File: config.mk
export PLATFORM = sky130hd
export DESIGN_NAME = region_policy_sel
export DESIGN_NICKNAME = d
export VERILOG_FILES = /design/src/rtl/rcps_pkg.sv /design/src/rtl/rcps_regs.sv /design/src/rtl/rcps_match.sv /design/src/rtl/region_policy_sel.sv
export SDC_FILE = /design/constraint.sdc
export NUM_CORES = 1
export LEC_CHECK = 0
export CAP_MARGIN = 20
export CORE_ASPECT_RATIO = 1.5
export CORE_MARGIN = 5
export CORE_UTILIZATION = 53
export CTS_BUF_LIST = sky130_fd_sc_hd__clkbuf_8
export CTS_CLUSTER_SIZE = 40
export DETAILED_ROUTE_END_ITERATION = 6
export DONT_BUFFER_PORTS = 1
export GPL_TIMING_DRIVEN = 0
export PLACE_DENSITY = 0.75
export SETUP_SLACK_MARGIN = 0.05
export SLEW_MARGIN = 25
export SYNTH_ARGS = -nofsm -noshare
export SYNTH_HDL_FRONTEND = slang
export SYNTH_SLANG_ARGS = --single-unit
File: constraint.sdc
create_clock -name clk_i -period 3 [get_ports clk_i]
set_input_delay 0.45 -clock clk_i [delete_from_list [all_inputs] [get_ports clk_i]]
set_output_delay 0.45 -clock clk_i [all_outputs]
set_load 0.02 [all_outputs]
File: src/rtl/rcps_pkg.sv
package rcps_pkg;

    typedef enum logic [1:0] {
        POL_NONCACHE  = 2'b00,
        POL_WRTHROUGH = 2'b01,
        POL_WRBACK    = 2'b10,
        POL_RESERVED  = 2'b11
    } policy_e;

    // Reserved code collapses to non-cacheable.
    function automatic policy_e effective_policy(input logic [1:0] raw);
        return (raw == POL_RESERVED) ? POL_NONCACHE : policy_e'(raw);
    endfunction

endpackage

File: src/rtl/rcps_regs.sv
module rcps_regs #(
    parameter int ADDR_W      = 32,
    parameter int DATA_W      = 32,
    parameter int NUM_REGIONS = 4,
    parameter int ALIGN_LOG2  = 12,
    parameter int SPAN_LOG2   = 24,
    parameter int IDX_W       = 3,
    parameter int TAG_W       = ADDR_W - ALIGN_LOG2,
    parameter int POL_W       = 2 * NUM_REGIONS
) (
    input  logic                                 clk_i,
    input  logic                                 rst_ni,
    input  logic                                 we_i,
    input  logic [IDX_W-1:0]                     idx_i,
    input  logic [DATA_W-1:0]                    wdata_i,
    output logic [DATA_W-1:0]                    rdata_o,
    output logic [NUM_REGIONS-2:0][TAG_W-1:0]    tops_o,
    output logic [POL_W-1:0]                     pol_o
);
    import rcps_pkg::*;

    localparam logic [IDX_W-1:0] POL_IDX  = IDX_W'(NUM_REGIONS - 1);
    localparam logic [TAG_W-1:0] DEF_TOP0 =
        TAG_W'((64'd1 << (SPAN_LOG2 - ALIGN_LOG2)) - 64'd1);
    localparam logic [POL_W-1:0] DEF_POL  = POL_W'(POL_WRBACK);

    typedef struct packed {
        logic [NUM_REGIONS-2:0][TAG_W-1:0] top;
        logic [POL_W-1:0]                  pol;
    } cfg_t;

    cfg_t cfg_d, cfg_q;
    logic wdata_unused;

    assign wdata_unused = ^wdata_i;

    always_comb begin
        cfg_d   = cfg_q;
        rdata_o = '0;
        for (int i = 0; i < NUM_REGIONS - 1; i++) begin
            if (idx_i == IDX_W'(i)) begin
                rdata_o = DATA_W'({cfg_q.top[i], {ALIGN_LOG2{1'b0}}});
                if (we_i) begin
                    cfg_d.top[i] = wdata_i[ADDR_W-1:ALIGN_LOG2];
                end
            end
        end
        if (idx_i == POL_IDX) begin
            rdata_o = DATA_W'(cfg_q.pol);
            if (we_i) begin
                cfg_d.pol = wdata_i[POL_W-1:0];
            end
        end
    end

    always_ff @(posedge clk_i or negedge rst_ni) begin
        if (!rst_ni) begin
            cfg_q     <= '0;
            cfg_q.top <= '0;
            cfg_q.top[0] <= DEF_TOP0;
            cfg_q.pol <= DEF_POL;
        end else begin
            cfg_q <= cfg_d;
        end
    end

    assign tops_o = cfg_q.top;
    assign pol_o  = cfg_q.pol;

    // a write to an index beyond the policy word leaves all state unchanged.
    p_unmapped_write_r10: assert property (@(posedge clk_i) disable iff (!rst_ni)
        (we_i && idx_i > POL_IDX) |=> ($stable(cfg_q.top) && $stable(cfg_q.pol)));

endmodule

File: src/rtl/rcps_match.sv
module rcps_match #(
    parameter int NUM_REGIONS = 4,
    parameter int TAG_W       = 20,
    parameter int RGN_W       = 2
) (
    input  logic [TAG_W-1:0]                  tag_i,
    input  logic [NUM_REGIONS-2:0][TAG_W-1:0] tops_i,
    output logic [RGN_W-1:0]                  region_o
);
    logic [NUM_REGIONS-2:0] covered;

    // One comparator per programmable top; the top itself is inside its region.
    for (genvar g = 0; g < NUM_REGIONS - 1; g++) begin : g_cmp
        assign covered[g] = (tag_i <= tops_i[g]);
    end

    // Lowest covered region wins; otherwise the open-ended last region.
    always_comb begin
        region_o = RGN_W'(NUM_REGIONS - 1);
        for (int i = NUM_REGIONS - 2; i >= 0; i--) begin
            if (covered[i]) begin
                region_o = RGN_W'(i);
            end
        end
    end

endmodule

File: src/rtl/region_policy_sel.sv
module region_policy_sel #(
    parameter int ADDR_W      = 32,
    parameter int DATA_W      = 32,
    parameter int NUM_REGIONS = 4,
    parameter int ALIGN_LOG2  = 12,
    parameter int SPAN_LOG2   = 24,
    parameter int IDX_W       = $clog2(NUM_REGIONS) + 1,
    parameter int RGN_W       = $clog2(NUM_REGIONS)
) (
    input  logic              clk_i,
    input  logic              rst_ni,
    input  logic              reg_we_i,
    input  logic [IDX_W-1:0]  reg_idx_i,
    input  logic [DATA_W-1:0] reg_wdata_i,
    output logic [DATA_W-1:0] reg_rdata_o,
    input  logic              acc_valid_i,
    input  logic [ADDR_W-1:0] acc_addr_i,
    output logic              res_valid_o,
    output logic [ADDR_W-1:0] res_addr_o,
    output logic [RGN_W-1:0]  res_region_o,
    output logic [1:0]        res_policy_o
);
    import rcps_pkg::*;

    localparam int TAG_W = ADDR_W - ALIGN_LOG2;
    localparam int POL_W = 2 * NUM_REGIONS;

    typedef struct packed {
        logic              valid;
        logic [ADDR_W-1:0] addr;
        logic [RGN_W-1:0]  region;
        logic [1:0]        policy;
    } res_t;

    logic [NUM_REGIONS-2:0][TAG_W-1:0] tops;
    logic [POL_W-1:0]                  pol_word;
    logic [RGN_W-1:0]                  hit_region;
    logic [1:0]                        raw_policy;
    res_t                              res_d, res_q;

    rcps_regs #(
        .ADDR_W      (ADDR_W),
        .DATA_W      (DATA_W),
        .NUM_REGIONS (NUM_REGIONS),
        .ALIGN_LOG2  (ALIGN_LOG2),
        .SPAN_LOG2   (SPAN_LOG2),
        .IDX_W       (IDX_W),
        .TAG_W       (TAG_W),
        .POL_W       (POL_W)
    ) u_regs (
        .clk_i   (clk_i),
        .rst_ni  (rst_ni),
        .we_i    (reg_we_i),
        .idx_i   (reg_idx_i),
        .wdata_i (reg_wdata_i),
        .rdata_o (reg_rdata_o),
        .tops_o  (tops),
        .pol_o   (pol_word)
    );

    rcps_match #(
        .NUM_REGIONS (NUM_REGIONS),
        .TAG_W       (TAG_W),
        .RGN_W       (RGN_W)
    ) u_match (
        .tag_i    (acc_addr_i[ADDR_W-1:ALIGN_LOG2]),
        .tops_i   (tops),
        .region_o (hit_region)
    );

    always_comb begin
        raw_policy = '0;
        for (int i = 0; i < NUM_REGIONS; i++) begin
            if (hit_region == RGN_W'(i)) begin
                raw_policy = pol_word[2*i +: 2];
            end
        end
        res_d        = res_q;
        res_d.valid  = acc_valid_i;
        if (acc_valid_i) begin
            res_d.addr   = acc_addr_i;
            res_d.region = hit_region;
            res_d.policy = effective_policy(raw_policy);
        end
    end

    always_ff @(posedge clk_i or negedge rst_ni) begin
        if (!rst_ni) begin
            res_q <= '0;
        end else begin
            res_q <= res_d;
        end
    end

    assign res_valid_o  = res_q.valid;
    assign res_addr_o   = res_q.addr;
    assign res_region_o = res_q.region;
    assign res_policy_o = res_q.policy;

    // a valid access produces a valid result with its address one cycle later.
    p_valid_lat_r8: assert property (@(posedge clk_i) disable iff (!rst_ni)
        acc_valid_i |=> (res_valid_o && res_addr_o == $past(acc_addr_i)));
    // no access means no result.
    p_idle_lat_r8: assert property (@(posedge clk_i) disable iff (!rst_ni)
        !acc_valid_i |=> !res_valid_o);
    // the reserved code never leaves the block.
    p_no_reserved_r7: assert property (@(posedge clk_i) disable iff (!rst_ni)
        res_valid_o |-> (res_policy_o != 2'b11));
    // the reported region exists.
    p_region_range_r3: assert property (@(posedge clk_i) disable iff (!rst_ni)
        res_valid_o |-> (int'(res_region_o) < NUM_REGIONS));

endmodule

Yosys cells after proc, flatten, opt, wreduce, memory -nomap -nowiden
Cells that the tools add are included.
{"block": "word_totals", "out_inout_bits": 69, "input_bits": 71, "elab_cells": 36, "register_bits": 105}
{"block": "classes", "n_lt_le_gt_ge": 3, "n_reduce_logical": 6, "n_mux": 12, "n_eq_ne": 7}
{"op": "$mux W32", "count": 4}
{"op": "$le A20 B20 Y1", "count": 3}
{"op": "$mux W2", "count": 7}
{"op": "$reduce_and A2 Y1", "count": 4}
{"op": "$eq A2 B2 Y1 const B", "count": 3}
{"op": "$eq A3 B2 Y1 const B", "count": 2}
{"op": "$eq A3 B1 Y1 const B", "count": 1}
{"op": "$logic_not A3 Y1", "count": 1}
{"op": "$eq A2 B1 Y1 const B", "count": 1}
{"op": "$logic_not A2 Y1", "count": 1}
{"op": "$mux W1", "count": 1}

Logic depth before layout (Yosys ltp)
{"block": "logic_depth", "depth_word": 11, "ltp_mapped": 10, "mapped_depth_nobuf": 10}

Modules after synthesis
A second synthesis with hierarchy kept.
{"block": "unflattened", "cells_unflattened": 531, "area_unflattened_um2": 6352.3}
{"module": "rcps_regs", "instances": 1, "area_per_inst_um2": 3383.2, "cells_per_inst": 232}
{"module": "rcps_match", "instances": 1, "area_per_inst_um2": 1524.0, "cells_per_inst": 209}
{"module": "region_policy_sel", "instances": 1, "area_per_inst_um2": 1445.1, "cells_per_inst": 90}

Least setup slack after synthesis
Ideal clock, no wire load.
{"block": "synth_path", "path_type": "register to register", "startpoint": "register u_regs.cfg_q (netlist bit u_regs.tops_o[7])", "endpoint": "register res_q (netlist bit res_policy_o[1])", "path_stages_with_launch": 11, "path_slack_ps": 455, "setup_ps": 120, "t_arrival_ps": 2424, "path_cell_list": "dfstp_2 inv_1 ha_1 a21oi_1 o21ai_1 a22o_1 or4_1 o21ai_2 nor2b_1 a221o_1 o211a_1"}
{"block": "synth_via", "elab_chain_cells": 9, "word_cells_on_any_way": 12, "classes_between": "order compare: 1; eq/ne: 4; mux: 6; reduce/logical: 1"}
{"element": "start, declared", "line": "rcps_regs.sv:32", "text": "cfg_t cfg_d, cfg_q;"}
{"element": "start signal, assigned", "line": "rcps_regs.sv:63", "text": "cfg_q <= cfg_d;"}
{"element": "$le A20 B20 Y1 (*)", "line": "rcps_match.sv:14", "text": "assign covered[g] = (tag_i <= tops_i[g]);"}
{"element": "$mux W2 (*)", "line": "rcps_match.sv:21", "text": "if (covered[i]) begin"}
{"element": "$logic_not A2 Y1", "line": "region_policy_sel.sv:74", "text": "if (hit_region == RGN_W'(i)) begin"}
{"element": "$mux W2 (3 in a row)", "line": "region_policy_sel.sv:74"}
{"element": "$mux W2 (*)", "line": "region_policy_sel.sv:74"}
{"element": "$eq A2 B2 Y1", "line": "rcps_pkg.sv:12", "text": "return (raw == POL_RESERVED) ? POL_NONCACHE : policy_e'(raw);"}
{"element": "$mux W2 (*)", "line": "rcps_pkg.sv:12"}
{"element": "end signal, assigned", "line": "region_policy_sel.sv:91", "text": "res_q <= res_d;"}
{"element": "end, declared", "line": "region_policy_sel.sv:39", "text": "res_t res_d, res_q;"}
Mark *: on every way between the ends. The rest lies on a longest branch, timed or not.
A chain may end at the register's enable or synchronous reset.

Final worst setup path
{"block": "layout_path", "startpoint": "input reg_idx_i[1]", "endpoint": "output reg_rdata_o[30]"}
{"block": "layout_via", "elab_chain_cells": 5, "word_cells_on_any_way": 8, "classes_between": "eq/ne: 3; mux: 4; reduce/logical: 1"}
{"element": "start, declared", "line": "region_policy_sel.sv:13", "text": "input logic [IDX_W-1:0] reg_idx_i,"}
{"element": "$logic_not A3 Y1", "line": "rcps_regs.sv:41", "text": "if (idx_i == IDX_W'(i)) begin"}
{"element": "$mux W32 (3 in a row)", "line": "rcps_regs.sv:41"}
{"element": "$mux W32 (*)", "line": "rcps_regs.sv:48", "text": "if (idx_i == POL_IDX) begin"}
{"element": "end, declared", "line": "region_policy_sel.sv:15", "text": "output logic [DATA_W-1:0] reg_rdata_o,"}
Marks and branches as above.

==> run summary <==
final HPWL from detailed placement = 12400 um
Total Nets Final = 766
synthesized instance count = 619
register bit count reported by yosys = 105
CP most frequent cell = clkbuf_1
upper clock frequency limit = 0.354 GHz
DIE HEIGHT = 140 um
gate family responsible for the most delay along the worst path = buffers and inverters
sequential fraction of the synthesis area = 0.444
grt total ovfl = 0
Total Die Area = 13500 um2
gpl congestion = 0.911
CTS root buf = clkbuf_8
remaining design rule violation count = 0
setup skew after layout = 0.0137 ns
number of slew-limit violations in the final report = 0
startpoint kind of the worst setup timing path = primary input
leak pwr = 2.91 nW
clock-pin slew on the worst setup and hold paths = 0.11 ns
Critical path buffers and inverters = 3
result of the run = finished clean
biggest area contributors in the synthesized netlist = dfrtp_1 (39%), ha_1 (13%), mux2_2 (8.3%)
ys flop type = dfrtp_1
Core Rows = 47
post-route design area = 6400 um2
fill cell total of the finished layout = 1023
pin count of the biggest net entering global routing = 106
initial DRC count = 228
number of setup buffers added after CTS = 0
max-capacitance violation count = 0
Yosys warning total = 0
clock tree from TritonCTS = done
worst-case setup margin in the final layout = 0.175 ns
biggest area consumer among synthesized cells = dfrtp_1
share of the synthesized area in the top cell type = 0.386
Post-synth EDFFs = 0
starting density of the core = 0.539
final setup violating endpoints = 0
Post-Place Setup Slack = 0.192 ns
via count of the first global-routing pass = 4992
critical-path cell list = clkbuf_1 > nor2b_1 > clkbuf_1 > clkbuf_1 > a21oi_1 > nor2_1
clock period minus worst slack = 2.83 ns
TritonCTS buffer count = 9
Pre-Repair DR Iteration Count = 5
PD cells = 602 nW/um2
final hold violation count = 0
overall die width = 96.6 um
endpoint kind of the worst setup timing path = primary output
I/O pin cnt = 140
final cycle utilization of the critical path = 0.942
first-pass GRT wire length = 25300 um
synth unique cells = 45
number of buffer cells added on primary ports = 0
Total Negative Setup Slacks = 0 ns
Peak VDD IR = 0.000364 V
antenna fix cells = 0
data arrival time at the worst-slack endpoint = 2.38 ns
Overall Global Routing Usage = 0.249
insertion delay to the later sink of the worst-skew pair = 0.39 ns
placeable core region = 11100 um2
WL final = 16000 um
summed instance area of the synthesized netlist = 5960 um2
Worst Path Required = 2.55 ns
final antenna-violating net count = 0
worst-margin pin slew = 0.961 ns
proportion of synthesized flip-flops having asynchronous set or reset = 1.00
H-tree level count = 3
detailed-route wire length per cell = 20.3 um
fraction of final layout cells with drive strength greater than 1 = 0.134
number of antenna violations at the first check in global routing = 0
Synth Area per Inst = 9.62 um2
CP max FO = 10
number of sinks handled by clock tree synthesis = 105
placed standard-cell area = 6150 um2
via density per instance = 5.82
highest-delay cell along the critical path = clkbuf_1
max-slew headroom at the worst pin = 0.360
maximum count of clock buffers along a single path = 2
Hold Crit Class = in2reg
Slowest Stage Delay on Critical Path = 0.51 ns
WS Path Type = in2out
area delta synth->final = 7.50%
unrepaired setup endpoints after global routing = false
count of vias placed by the detailed router = 4581
==> path summary, 6_finish.rpt <==
| check | depth (start not counted) | to | from | slack (ns) |
|---|---|---|---|---|
| min | 0 | res_valid_o$_DFF_PN0_ | acc_valid_i | 0.07 |
| max in group asynchronous | 2 | u_regs.tops_o[11]$_DFFE_PN1P_ | rst_ni | 1.91 |
| min in group asynchronous | 2 | res_addr_o[17]$_DFFE_PN0P_ | rst_ni | 0.62 |
| max reg2reg | 10 | res_policy_o[1]$_DFFE_PN0P_ | u_regs.tops_o[5]$_DFFE_PN1P_ | 0.20 |
| min reg2reg | 2 | u_regs.tops_o[6]$_DFFE_PN1P_ | u_regs.tops_o[6]$_DFFE_PN1P_ | 0.53 |
| max | 6 | reg_rdata_o[30] | reg_idx_i[1] | 0.17 |
==> final cells by class <==
class / instances / area [um2] / share of cell area
plain buffers: 30 / 128 / 0.0199
multi-input cells: 425 / 2990 / 0.467
inverters: 62 / 233 / 0.0363
clock inverters: 6 / 52.6 / 0.00821
well taps: 147 / 184 / 0.0287
flip-flops and latches: 105 / 2640 / 0.413
repair buffers: 2 / 37.5 / 0.00586
clock buffers: 10 / 138 / 0.0215
==> layout by cell type (no fill, tap or decap), drive strengths merged, types with 2 or more instances in the layout <==
| master | count |
|---|---|
| ha | 60 |
| nand4 | 12 |
| nand2 | 72 |
| buf | 7 |
| nor3 | 6 |
| nor3b | 2 |
| clkinv | 5 |
| nor2b | 6 |
| clkbuf | 34 |
| or4 | 2 |
| dfrtp | 92 |
| nor2 | 45 |
| and4 | 2 |
| nand2b | 2 |
| dfstp | 13 |
| a211oi | 3 |
| a21oi | 46 |
| nand3 | 2 |
| conb | 4 |
| inv | 63 |
| and2 | 8 |
| o211ai | 3 |
| o21ai | 67 |
| a21o | 3 |
| mux2 | 45 |
| mux2i | 22 |
==> where the power goes <==
| group | total (mW) | switching (mW) | leakage, nW | internal, mW |
|---|---|---|---|---|
| Clock | 0.856 | 0.521 | 0.0970 | 0.335 |
| Sequential | 1.94 | 0.240 | 1.24 | 1.70 |
| Combinational | 1.07 | 0.631 | 1.57 | 0.435 |
==> metrics by stage <==
stage,hold WS [ns],instances,util,power (mW)
2_1_floorplan,0.154,622,-,2.69
3_3_place_gp,0.158,769,0.556,2.91
3_5_place_dp,0.157,769,0.556,2.98
4_1_cts,0.0543,787,0.577,3.87
5_1_grt,0.0394,787,0.579,4.12
6_report,0.0688,787,0.579,3.86
==> layer usage <==
metal	up-vias	global-route usage	part of all wire
li1	2137	-	-
met3	49	0.0686	0.078
met2	169	0.431	0.52
met4	0	0.134	0.046
met5	-	0	0
met1	2226	0.268	0.35
==> logic make-up (layout without fill, tap and decap cells) <==
logic type,count (synthesis),in the layout,synth area share
AOI/OAI and AO/OA,132,132,0.124
adders and majority gates,60,60,0.126
buffers and inverters,92,110,0.0605
DFF,105,105,0.444
muxes,67,67,0.122
other,1,4,0.000630
and+or+nand+nor,162,162,0.124
==> synthesized netlist by cell type (all sizes together), types with 3 or more instances <==
library cell and count:
nand2 72, nor2 45, and2 8, dfrtp 92, inv 62, mux2i 22, nor3 6, dfstp 13
o211ai 3, clkbuf 24, a211oi 3, ha 60, a21oi 46, mux2 45, nor2b 6, a21o 3
nand4 12, buf 6, o21ai 67
==> sequential cells by signal, summed over array words and instances, names as in the netlist <==
name and flops:
res_addr_o 32, u_regs.tops_o 60, res_region_o 2, res_valid_o 1, res_policy_o 2, u_regs.pol_o 8
==> timing repair <==
action,in CTS,in global routing
setup endpoints to repair,0,2
endpoints found under the hold margin,105,0
resized for setup,0,3
hold buffers,2,0
Note: power is estimated with default switching activity, not from simulation.
